File: src/rtl/spi_dp_pkg.sv
package spi_dp_pkg;

    typedef enum logic [1:0] {
        FM_BIDIR   = 2'd0,
        FM_RX_ONLY = 2'd1,
        FM_TX_ONLY = 2'd2,
        FM_NONE    = 2'd3
    } fifo_mode_e;

    typedef enum logic [1:0] {
        SH_IDLE,
        SH_LOW,
        SH_HIGH,
        SH_GAP
    } shift_state_e;

    typedef struct packed {
        logic active;
        logic done;
        logic sck;
        logic mosi;
    } shift_stat_t;

    localparam int DIR_TX = 0;
    localparam int DIR_RX = 1;
    localparam int NDIR   = 2;

    // Transmit side degrades to one register when its queue is off
    function automatic logic tx_is_single(fifo_mode_e m);
        return (m == FM_RX_ONLY) || (m == FM_NONE);
    endfunction

    function automatic logic rx_is_single(fifo_mode_e m);
        return (m == FM_TX_ONLY) || (m == FM_NONE);
    endfunction

endpackage

File: src/rtl/spi_dp_fifo.sv
module spi_dp_fifo #(
    parameter int W     = 8,
    parameter int DEPTH = 4
) (
    input  logic         clk,
    input  logic         rst,
    input  logic         flush,
    input  logic         single,
    input  logic         push,
    input  logic         pop,
    input  logic [W-1:0] wdata,
    output logic [W-1:0] rdata,
    output logic         full,
    output logic         empty
);
    localparam int AW = $clog2(DEPTH);
    localparam int PW = AW + 1;

    logic [W-1:0]  mem [DEPTH];
    logic [PW-1:0] wp, rp, fill;
    logic          do_pop, do_push, overwrite;

    assign fill      = wp - rp;
    assign empty     = (wp == rp);
    assign full      = single ? !empty : (fill == PW'(DEPTH));
    assign do_pop    = pop && !empty;
    assign overwrite = single && push && !empty && !do_pop;
    assign do_push   = push && !overwrite && (!full || do_pop);
    assign rdata     = mem[rp[AW-1:0]];

    always_ff @(posedge clk) begin
        if (rst || flush) begin
            wp <= '0;
            rp <= '0;
        end else begin
            if (do_push) wp <= wp + PW'(1);
            if (do_pop)  rp <= rp + PW'(1);
        end
    end

    always_ff @(posedge clk) begin
        if (do_push)   mem[wp[AW-1:0]] <= wdata;
        if (overwrite) mem[rp[AW-1:0]] <= wdata;
    end

endmodule

File: src/rtl/spi_dp_shift.sv
module spi_dp_shift import spi_dp_pkg::*; #(
    parameter int W     = 8,
    parameter int DIV_W = 4
) (
    input  logic             clk,
    input  logic             rst,
    input  logic             start,
    input  logic [W-1:0]     tx_word,
    input  logic [DIV_W-1:0] clk_div,
    input  logic             miso,
    output shift_stat_t      stat,
    output logic [W-1:0]     rx_word
);
    localparam int BW = $clog2(W);

    shift_state_e     state;
    logic [DIV_W-1:0] div_cnt;
    logic [BW-1:0]    bit_cnt;
    logic [W-1:0]     tx_sr, rx_sr;
    logic             tick, last, done_q;

    assign tick = (div_cnt == clk_div);
    assign last = (bit_cnt == BW'(W - 1));

    always_ff @(posedge clk) begin
        if (rst) begin
            state   <= SH_IDLE;
            div_cnt <= '0;
            bit_cnt <= '0;
            tx_sr   <= '0;
            rx_sr   <= '0;
            done_q  <= 1'b0;
        end else begin
            done_q <= 1'b0;
            unique case (state)
                SH_IDLE: if (start) begin
                    tx_sr   <= tx_word;
                    bit_cnt <= '0;
                    div_cnt <= '0;
                    state   <= SH_LOW;
                end
                SH_LOW: begin
                    div_cnt <= div_cnt + DIV_W'(1);
                    if (tick) begin
                        div_cnt <= '0;
                        rx_sr   <= {rx_sr[W-2:0], miso};
                        state   <= SH_HIGH;
                    end
                end
                SH_HIGH: begin
                    div_cnt <= div_cnt + DIV_W'(1);
                    if (tick) begin
                        div_cnt <= '0;
                        if (last) begin
                            done_q <= 1'b1;
                            state  <= SH_GAP;
                        end else begin
                            bit_cnt <= bit_cnt + BW'(1);
                            tx_sr   <= {tx_sr[W-2:0], 1'b0};
                            state   <= SH_LOW;
                        end
                    end
                end
                SH_GAP: state <= SH_IDLE;
                default: state <= SH_IDLE;
            endcase
        end
    end

    assign stat.active = (state != SH_IDLE);
    assign stat.done   = done_q;
    assign stat.sck    = (state == SH_HIGH);
    assign stat.mosi   = tx_sr[W-1];
    assign rx_word     = rx_sr;

endmodule

File: src/rtl/spi_dp_dreq.sv
module spi_dp_dreq (
    input  logic clk,
    input  logic rst,
    input  logic flush,
    input  logic prio,
    input  logic need,
    input  logic ack,
    output logic req
);
    logic req_q;

    always_ff @(posedge clk) begin
        if (rst || flush || prio) req_q <= 1'b0;
        else if (ack)             req_q <= 1'b0;
        else                      req_q <= need;
    end

    assign req = !flush && (prio ? need : req_q);

endmodule

File: src/rtl/spi_dp_ctrl.sv
module spi_dp_ctrl import spi_dp_pkg::*; #(
    parameter int DATA_W = 8,
    parameter int DEPTH  = 4,
    parameter int DIV_W  = 4
) (
    input  logic              clk,
    input  logic              rst,
    input  logic [1:0]        mode,
    input  logic              prio,
    input  logic [DIV_W-1:0]  clk_div,
    input  logic              tx_wr,
    input  logic [DATA_W-1:0] tx_wdata,
    output logic              tx_full,
    output logic              tx_dma_req,
    input  logic              tx_dma_ack,
    input  logic              rx_rd,
    output logic [DATA_W-1:0] rx_rdata,
    output logic              rx_empty,
    output logic              rx_dma_req,
    input  logic              rx_dma_ack,
    output logic              busy,
    output logic              rx_stall,
    output logic              sck,
    output logic              mosi,
    input  logic              miso
);
    fifo_mode_e        mode_e, mode_q;
    logic              flush, tx_single, rx_single;
    logic              tx_empty, rx_full, tx_avail, rx_space, start;
    logic [DATA_W-1:0] tx_head, rx_word;
    shift_stat_t       sh;
    logic [NDIR-1:0]   need, ack, req;

    assign mode_e    = fifo_mode_e'(mode);
    assign flush     = (mode_e != mode_q);
    assign tx_single = tx_is_single(mode_e);
    assign rx_single = rx_is_single(mode_e);

    // Previous usage setting; a difference marks a flush cycle
    always_ff @(posedge clk) mode_q <= mode_e;

    spi_dp_fifo #(.W(DATA_W), .DEPTH(DEPTH)) u_txq (
        .clk(clk), .rst(rst), .flush(flush), .single(tx_single),
        .push(tx_wr), .pop(start), .wdata(tx_wdata),
        .rdata(tx_head), .full(tx_full), .empty(tx_empty)
    );

    spi_dp_fifo #(.W(DATA_W), .DEPTH(DEPTH)) u_rxq (
        .clk(clk), .rst(rst), .flush(flush), .single(rx_single),
        .push(sh.done), .pop(rx_rd), .wdata(rx_word),
        .rdata(rx_rdata), .full(rx_full), .empty(rx_empty)
    );

    assign tx_avail = !tx_empty;
    assign rx_space = !rx_full || rx_single;
    assign start    = !sh.active && tx_avail && rx_space && !flush;
    assign busy     = sh.active || (tx_avail && rx_space);
    assign rx_stall = !sh.active && tx_avail && !rx_space;

    spi_dp_shift #(.W(DATA_W), .DIV_W(DIV_W)) u_sh (
        .clk(clk), .rst(rst), .start(start), .tx_word(tx_head),
        .clk_div(clk_div), .miso(miso), .stat(sh), .rx_word(rx_word)
    );

    assign sck  = sh.sck;
    assign mosi = sh.mosi;

    assign need[DIR_TX] = !tx_full;
    assign need[DIR_RX] = !rx_empty;
    assign ack[DIR_TX]  = tx_dma_ack;
    assign ack[DIR_RX]  = rx_dma_ack;

    for (genvar d = 0; d < NDIR; d++) begin : g_dreq
        spi_dp_dreq u_dreq (
            .clk(clk), .rst(rst), .flush(flush), .prio(prio),
            .need(need[d]), .ack(ack[d]), .req(req[d])
        );
    end

    assign tx_dma_req = req[DIR_TX];
    assign rx_dma_req = req[DIR_RX];

endmodule

File: config.mk
export PLATFORM = sky130hd
export DESIGN_NAME = spi_dp_ctrl
export DESIGN_NICKNAME = d
export VERILOG_FILES = /design/src/rtl/spi_dp_pkg.sv /design/src/rtl/spi_dp_fifo.sv /design/src/rtl/spi_dp_shift.sv /design/src/rtl/spi_dp_dreq.sv /design/src/rtl/spi_dp_ctrl.sv
export SDC_FILE = /design/constraint.sdc
export NUM_CORES = 1
export LEC_CHECK = 0
export ABC_AREA = 0
export BUFFER_PORTS_ARGS = -buffer_cell sky130_fd_sc_hd__buf_2
export CORE_AREA = 2 2 107 109
export DETAILED_ROUTE_END_ITERATION = 10
export DIE_AREA = 0 0 109 111
export GPL_ROUTABILITY_DRIVEN = 0
export PLACE_DENSITY_LB_ADDON = 0.05
export SLEW_MARGIN = 20
export SYNTH_ARGS = -nofsm -noshare
export SYNTH_HDL_FRONTEND = slang
export SYNTH_HIERARCHICAL = 1
export SYNTH_SLANG_ARGS = --single-unit
File: constraint.sdc
create_clock -name clk -period 4.1 [get_ports clk]
set_input_delay 0.615 -clock clk [delete_from_list [all_inputs] [get_ports clk]]
set_output_delay 0.615 -clock clk [all_outputs]
set_load 0.05 [all_outputs]
Word level (Yosys, flattened, before mapping)
Memories as Yosys holds them, arrays and structs flattened. A register that Yosys moved wholly into a read port is not among the register bits.
Index checks and enable logic that the tools add are counted.
{"block": "word_totals", "reg_bits": 42, "ramBits": 64, "in_bits": 22, "out_inout_bits": 16, "elab_cells": 133, "mem_count": 2}
{"block": "classes", "n_addsub": 8, "eq_ne": 17, "muxes": 39, "n_bitwise": 2, "reduce_logical": 52}
{"memory": "u_rxq.mem", "depth": 4, "word_bits": 8, "rd": 1, "rd_ports_with_merged_regs": 1, "write_ports": 1, "line_no": "spi_dp_fifo.sv:19", "source": "logic [W-1:0] mem [DEPTH];"}
{"memory": "u_txq.mem", "depth": 4, "word_bits": 8, "rd": 1, "rd_ports_with_merged_regs": 1, "write_ports": 1, "line_no": "spi_dp_fifo.sv:19"}
{"operator": "8-bit 2-to-1 mux", "count": 5}
{"operator": "2-bit 2-to-1 mux", "count": 10}
{"operator": "1-bit logical AND", "count": 19}
{"operator": "8-bit one-hot mux with 2 select lines", "count": 1}
{"operator": "8-bit OR reduction", "count": 2}
{"operator": "3-bit by 1-bit adder with 3-bit output (second input constant)", "count": 5}
{"operator": "1-bit 2-to-1 mux", "count": 15}
{"operator": "1-bit zero test", "count": 11}
{"operator": "3-bit == test (second input constant)", "count": 3}
{"operator": "3-bit 2-to-1 mux", "count": 3}
{"operator": "2-bit == test (second input constant)", "count": 4}
{"operator": "1-bit logical OR", "count": 8}
{"operator": "4-bit 2-to-1 mux", "count": 2}
{"operator": "2-bit one-hot mux with 4 select lines", "count": 1}
{"operator": "4-bit one-hot mux with 2 select lines", "count": 1}
{"operator": "3-bit == test", "count": 2}
{"operator": "3-bit one-hot mux with 2 select lines", "count": 1}
{"operator": "2-bit nonzero test", "count": 3}
{"operator": "2-bit OR reduction", "count": 3}
{"operator": "3-bit subtractor", "count": 2}
{"operator": "4-bit by 1-bit adder with 4-bit output (second input constant)", "count": 1}
{"operator": "2-bit by 1-bit == test with 1-bit output (second input constant)", "count": 2}
{"operator": "4-bit == test", "count": 1}
{"operator": "2-bit by 1-bit != test with 1-bit output (second input constant)", "count": 2}
{"operator": "other kinds (8)", "count": 11}

Longest topological paths before layout
{"block": "depth", "ltp_word": 16, "mapped_depth": 12, "depth_no_buf": 11}

Modules after synthesis
Netlist, hierarchy kept.
{"module": "spi_dp_fifo", "instances": 2, "cells_per_inst": 97, "area_per_inst_um2": 1680.4, "seq_area_each_um2": 1121.1}
{"module": "spi_dp_shift", "instances": 1, "cells_per_inst": 144, "area_per_inst_um2": 1278.7, "seq_area_each_um2": 520.5}
{"module": "spi_dp_ctrl", "instances": 1, "cells_per_inst": 14, "area_per_inst_um2": 113.9, "seq_area_each_um2": 40.0}
{"module": "spi_dp_dreq", "instances": 2, "cells_per_inst": 5, "area_per_inst_um2": 46.3, "seq_area_each_um2": 20.0}

Worst setup path after synthesis
Ideal clock, no wire load.
{"block": "synth_timing", "path_kind": "register to register", "startpoint": "register u_rxq.rp[1]", "endpoint": "memory u_txq.mem[0][0], enable pin", "setup_time_ps": 375, "arrival_ps": 3477, "t_required_ps": 3725, "setup_slack_ps": 248, "path_stages_with_launch": 11, "path_buffers": 0, "synth_period_minus_slack_ps": 3852, "cell_sequence": "dfxtp_1 -> inv_1 -> ha_1 -> nand2_1 -> nor2_1 -> xnor2_1 -> nor2b_1 -> nor4bb_1 -> o21bai_2 -> o211a_4 -> o2bb2ai_1"}
{"block": "synth_via", "elab_chain_len": 16, "elab_cells_between_ends": 23, "cone_classes": "add/sub: 1; eq/ne: 2; mux: 7; reduce/logical: 13"}
{"item": "start: declaration", "line_no": "spi_dp_fifo.sv:20", "source": "logic [PW-1:0] wp, rp, fill;"}
{"item": "start signal: assignment", "line_no": "spi_dp_fifo.sv:37", "source": "if (do_pop) rp <= rp + PW'(1);"}
{"item": "3-bit == test *", "line_no": "spi_dp_fifo.sv:24", "source": "assign empty = (wp == rp);"}
{"item": "named net rx_empty", "line_no": "spi_dp_ctrl.sv:18", "source": "output logic rx_empty,"}
{"item": "1-bit zero test *", "line_no": "spi_dp_fifo.sv:25", "source": "assign full = single ? !empty : (fill == PW'(DEPTH));"}
{"item": "1-bit 2-to-1 mux *", "line_no": "spi_dp_fifo.sv:25"}
{"item": "named net rx_full", "line_no": "spi_dp_ctrl.sv:29", "source": "logic tx_empty, rx_full, tx_avail, rx_space, start;"}
{"item": "1-bit zero test *", "line_no": "spi_dp_ctrl.sv:55", "source": "assign rx_space = !rx_full || rx_single;"}
{"item": "1-bit logical OR *", "line_no": "spi_dp_ctrl.sv:55"}
{"item": "1-bit logical AND * (2 in a row)", "line_no": "spi_dp_ctrl.sv:56", "source": "assign start = !sh.active && tx_avail && rx_space && !flush;"}
{"item": "named net start", "line_no": "spi_dp_ctrl.sv:29"}
{"item": "1-bit logical AND *", "line_no": "spi_dp_fifo.sv:26", "source": "assign do_pop = pop && !empty;"}
{"item": "1-bit zero test", "line_no": "spi_dp_fifo.sv:27", "source": "assign overwrite = single && push && !empty && !do_pop;"}
{"item": "1-bit logical AND", "line_no": "spi_dp_fifo.sv:27"}
{"item": "1-bit zero test", "line_no": "spi_dp_fifo.sv:28", "source": "assign do_push = push && !overwrite && (!full || do_pop);"}
{"item": "1-bit logical AND (2 in a row)", "line_no": "spi_dp_fifo.sv:28"}
{"item": "1-bit 2-to-1 mux", "line_no": "spi_dp_fifo.sv:42", "source": "if (do_push) mem[wp[AW-1:0]] <= wdata;"}
{"item": "1-bit 2-to-1 mux (not written as such)", "line_no": "spi_dp_fifo.sv:42"}
{"item": "1-bit 2-to-1 mux (no line)"}
{"item": "end: declaration", "line_no": "spi_dp_fifo.sv:19"}
Mark *: on every way through the listed nets, which the timed path passes. The rest lies on a longest branch.

Worst setup path after layout
{"block": "layout_timing", "startpoint": "register u_rxq.rp[1]", "endpoint": "memory u_txq.mem[1][5], enable pin"}
{"block": "layout_via", "elab_chain_len": 16, "elab_cells_between_ends": 23, "cone_classes": "add/sub: 1; eq/ne: 2; mux: 7; reduce/logical: 13"}
{"item": "3-bit subtractor or 3-bit == test (tied branches)", "line_no": "spi_dp_fifo.sv:23, spi_dp_fifo.sv:24"}
{"item": "3-bit == test or 1-bit zero test (tied branches)", "line_no": "spi_dp_fifo.sv:25"}
{"item": "1-bit 2-to-1 mux *", "line_no": "spi_dp_fifo.sv:25"}
{"item": "named net rx_full", "line_no": "spi_dp_ctrl.sv:29"}
{"item": "1-bit zero test *", "line_no": "spi_dp_ctrl.sv:55"}
{"item": "1-bit logical OR *", "line_no": "spi_dp_ctrl.sv:55"}
{"item": "1-bit logical AND * (2 in a row)", "line_no": "spi_dp_ctrl.sv:56"}
{"item": "named net start", "line_no": "spi_dp_ctrl.sv:29"}
{"item": "1-bit logical AND *", "line_no": "spi_dp_fifo.sv:26"}
{"item": "1-bit zero test", "line_no": "spi_dp_fifo.sv:27"}
{"item": "1-bit logical AND", "line_no": "spi_dp_fifo.sv:27"}
{"item": "1-bit zero test", "line_no": "spi_dp_fifo.sv:28"}
{"item": "1-bit logical AND (2 in a row)", "line_no": "spi_dp_fifo.sv:28"}
{"item": "1-bit 2-to-1 mux", "line_no": "spi_dp_fifo.sv:42"}
{"item": "1-bit 2-to-1 mux (not written as such)", "line_no": "spi_dp_fifo.sv:42"}
{"item": "1-bit 2-to-1 mux (no line)"}
Marks and branches as above.

==> metrics.md <==
| Metric | Value |
|---|---|
| Cell variety after synth | `54` |
| Cell count after synthesis | `between 300 and 400` |
| Routed via count | `between 2000 and 3000` |
| Layout cell share with drive strength beyond 1 | `0.2333` |
| Fill count | `983` |
| Static leakage | `0.001932 uW` |
| Vias per cell | `approximately 5.4` |
| # diodes | `0` |
| Area occupied by multi-input gates | `1886 sq um` |
| Final slew viol count | `0` |
| Layout Area Growth over Synthesis | `12.57%` |
| Outcome | `finished clean` |
| Total chip power | `2189 uW` |
| Seq/Total Area, Yosys | `0.5866` |
| Clock-pin slew on the worst setup and hold paths | `0.07 ns` |
| Worst VDD drop | `0.1838 mV` |
| Hold_sp | `mode[0]` |
| Sw Pwr | `approximately 480 uW` |
| Mapped Avg Cell Area | `13.39 sq um` |
| Crit. End Element | `flop` |
| Sw frac | `0.2196` |
| Post-Synth Simple-Gate Area | `0.1198` |
| Register area | `2843 sq um` |
| Seq pwr share | `0.542` |
| Gr ovfl total | `0` |
| First-pass GRT wire length | `14.77 mm` |
| Fmax | `~0.32 GHz` |
| # H-tree levels | `3` |
| Largest net degree at the start of global routing | `44` |
| Post-Place Cells | `530` |
| Hold Slack | `0.4495 ns` |
| Iter 0 DRT Violations | `~150` |
| Ys async rst share | `0` |
| Setup-failing EPs final | `0` |
| CTS tree | `yes` |
| Synth Area in Adders | `0.03615` |
| CP Launch Point | `u_rxq/rp[1]$_SDFFE_PP0N_` |
| CTS Root Cell | `clkbuf_16` |
| DIE AREA | `12100 sq um` |
| Crit Path Max Fanout | `8` |
| Final worst path period need | `3.084 ns` |
| Pre-Repair DR Iteration Count | `4` |
| Initial Util | `0.4375` |
| # IOs | `38` |
| CP startpoint kind | `flop` |
| FP Rows | `39` |
| Post-synthesis mux area share | `0.09708` |
| Num CTS Buffers | `9` |
| Gate power share | `0.075` |
| Die Wd | `109 microns` |
| Max Cap Viol | `0` |
| Post-Syn Area | `about 4800 sq um` |
| Power per Cell Area | `401.2 nW/um^2` |
| Detailed-route DRC error count | `0` |
| Total wire length | `8.705 mm` |
| Syn nets | `398` |
| Die height | `111 microns` |
| Worst Hold Class | `in2reg` |
| Fin util | `0.4925` |
| Crit Path Category | `reg2reg` |
| Worst Path Required | `4.15 ns` |
| RSZ-0062 raised after global routing | `false` |
| Synth Area in XOR/XNOR | `0.02840` |
| Rel. slew slack | `0.3745` |
| Number of global-route vias before repair | `2917` |
| Power share of the clock group | `0.383` |
| HPWL after DPL | `6.009 mm` |
| GRT Total Usage | `0.1591` |
| Initial antenna violation count | `0` |
| Fin. Hold Viols | `0` |
| Post-synthesis compound-gate area fraction | `0.1077` |
| Part of the cycle the worst path needs | `0.7523` |
| Final #Nets | `434` |
| IO buf count | `37` |
| Clock sinks | `110` |
| Sum Neg Setup Slack | `0 ns` |
| Final Skew | `0.005449 ns` |
| Int Power | `around 1700 uW` |
| Clock tree buffer depth | `2` |
| Core area | `~11000 sq um` |
| RR Startpoint | `u_rxq/rp[1]$_SDFFE_PP0N_` |
| Synthesis Warnings | `6` |
| Final cell count without fillers | `546` |
| Synth Register Bits | `110` |
| Drt wl/cell | `15.94 microns` |
| Setup Fix Bufs, Post-CTS | `0` |
| Top FF cell, synth | `edfxtp_1` |
| Remaining antenna violation count | `0` |
| Post-CTS Resized | `0` |
| Worst skew pair latency | `about 0.34 ns` |
| Worst-Margin Slew | `between 0.9 and 1 ns` |
| Largest family of logic cells by synthesized area | `simple AND/OR/NAND/NOR gates` |
| Post-synth EDFFs | `64` |
| Cts hold-fix bufs | `0` |
| CP Data Arrival Time | `between 3 and 4 ns` |
worst paths after layout:
kind                             endpoint  slack (ns)  depth (start not counted)
max             u_txq/mem[1][5]$_DFFE_PP_        1.02                         12
max reg2reg     u_txq/mem[1][5]$_DFFE_PP_        1.02                         12
min                     mode_q[0]$_DFF_P_        0.45                          1
min reg2reg  u_sh/bit_cnt[0]$_SDFFE_PP0P_        0.49                          1
layer usage:
| layer | share of wire | global-route usage |
|---|---|---|
| met1 | 0.49 | 0.2250 |
| met2 | 0.46 | 0.2373 |
| met3 | 0.037 | 0.03351 |
| met4 | 0.014 | 0.06581 |
| met5 | 0 | 0 |
worst max-delay path: stages (launching register included):
cell and delay [ns]:
dfxtp_1 0.40, inv_1 0.12, ha_1 0.18, nand2b_1 0.16
a31oi_1 0.34, xnor2_1 0.16, nor2b_1 0.21, nor4bb_1 0.08
buf_4 0.17, o21bai_2 0.22, or3_1 0.39, o2bb2ai_1 0.18
buf_4 0.20
synth_stat cells (all sizes together) (8+ instances only):
cell type / n / area share
nor2: 29 / 0.022
edfxtp: 64 / 0.40
ha: 14 / 0.036
xnor2: 10 / 0.018
nand3: 11 / 0.011
dfxtp: 46 / 0.19
inv: 13 / 0.010
nand2: 21 / 0.016
a21oi: 14 / 0.014
mux2i: 11 / 0.023
o21ai: 13 / 0.016
buf: 8 / 0.0088
mux4: 16 / 0.074
nor3: 11 / 0.011
or3: 8 / 0.011
sequential cells by signal, summed over array words and instances (netlist names), 4 cells and up, named ones only:
name	cells
u_rxq/mem	32
u_sh/tx_sr	8
u_txq/mem	32
u_sh/div_cnt	4
u_sh/rx_word	8
layout by cell type, fill, tap and decap left out, types with 13 or more instances in the layout:
cell type | synthesis | layout
edfxtp_1 | 64 | 64
dfxtp_1 | 46 | 46
buf_2 | 4 | 37
nor2_1 | 29 | 29
nand2_1 | 21 | 21
mux4_2 | 16 | 16
ha_1 | 14 | 14
a21oi_1 | 14 | 14
inv_1 | 13 | 13
through the flow:
stage	instance area (sq um)	worst slack (ns)
final	5455	1.016
after global routing	5455	0.7044
after CTS	5455	0.9852
after detailed placement	5164	1.049
after global placement	5164	1.081
after floorplan	4846	0.2478
logic make-up after synthesis:
kind of cell,after synthesis
fa+ha+maj,14
xor+xnor,14
buf+inv,28
compound gates,61
mux,27
simple gates,108
flops,110
area by class of cell:
type                       instances  area share
clock inverter                     6     0.01147
tap                              143     0.03280
clock buffer                      10     0.04197
multi-input combinational        224      0.3456
timing repair buffer              40     0.03807
sequential                       110      0.5211
inverter                          13    0.008945
power by group through the flow:
stage | clock network, uW | logic (uW) | registers (uW)
2_1_floorplan | 0 | 116 | 1210
3_3_place_gp | 0 | 163 | 1210
6_report | 839 | 165 | 1190
3_5_place_dp | 0 | 165 | 1210
4_1_cts | 867 | 166 | 1190
5_1_grt | 916 | 182 | 1190
Note: power is estimated with default switching activity, not from simulation.
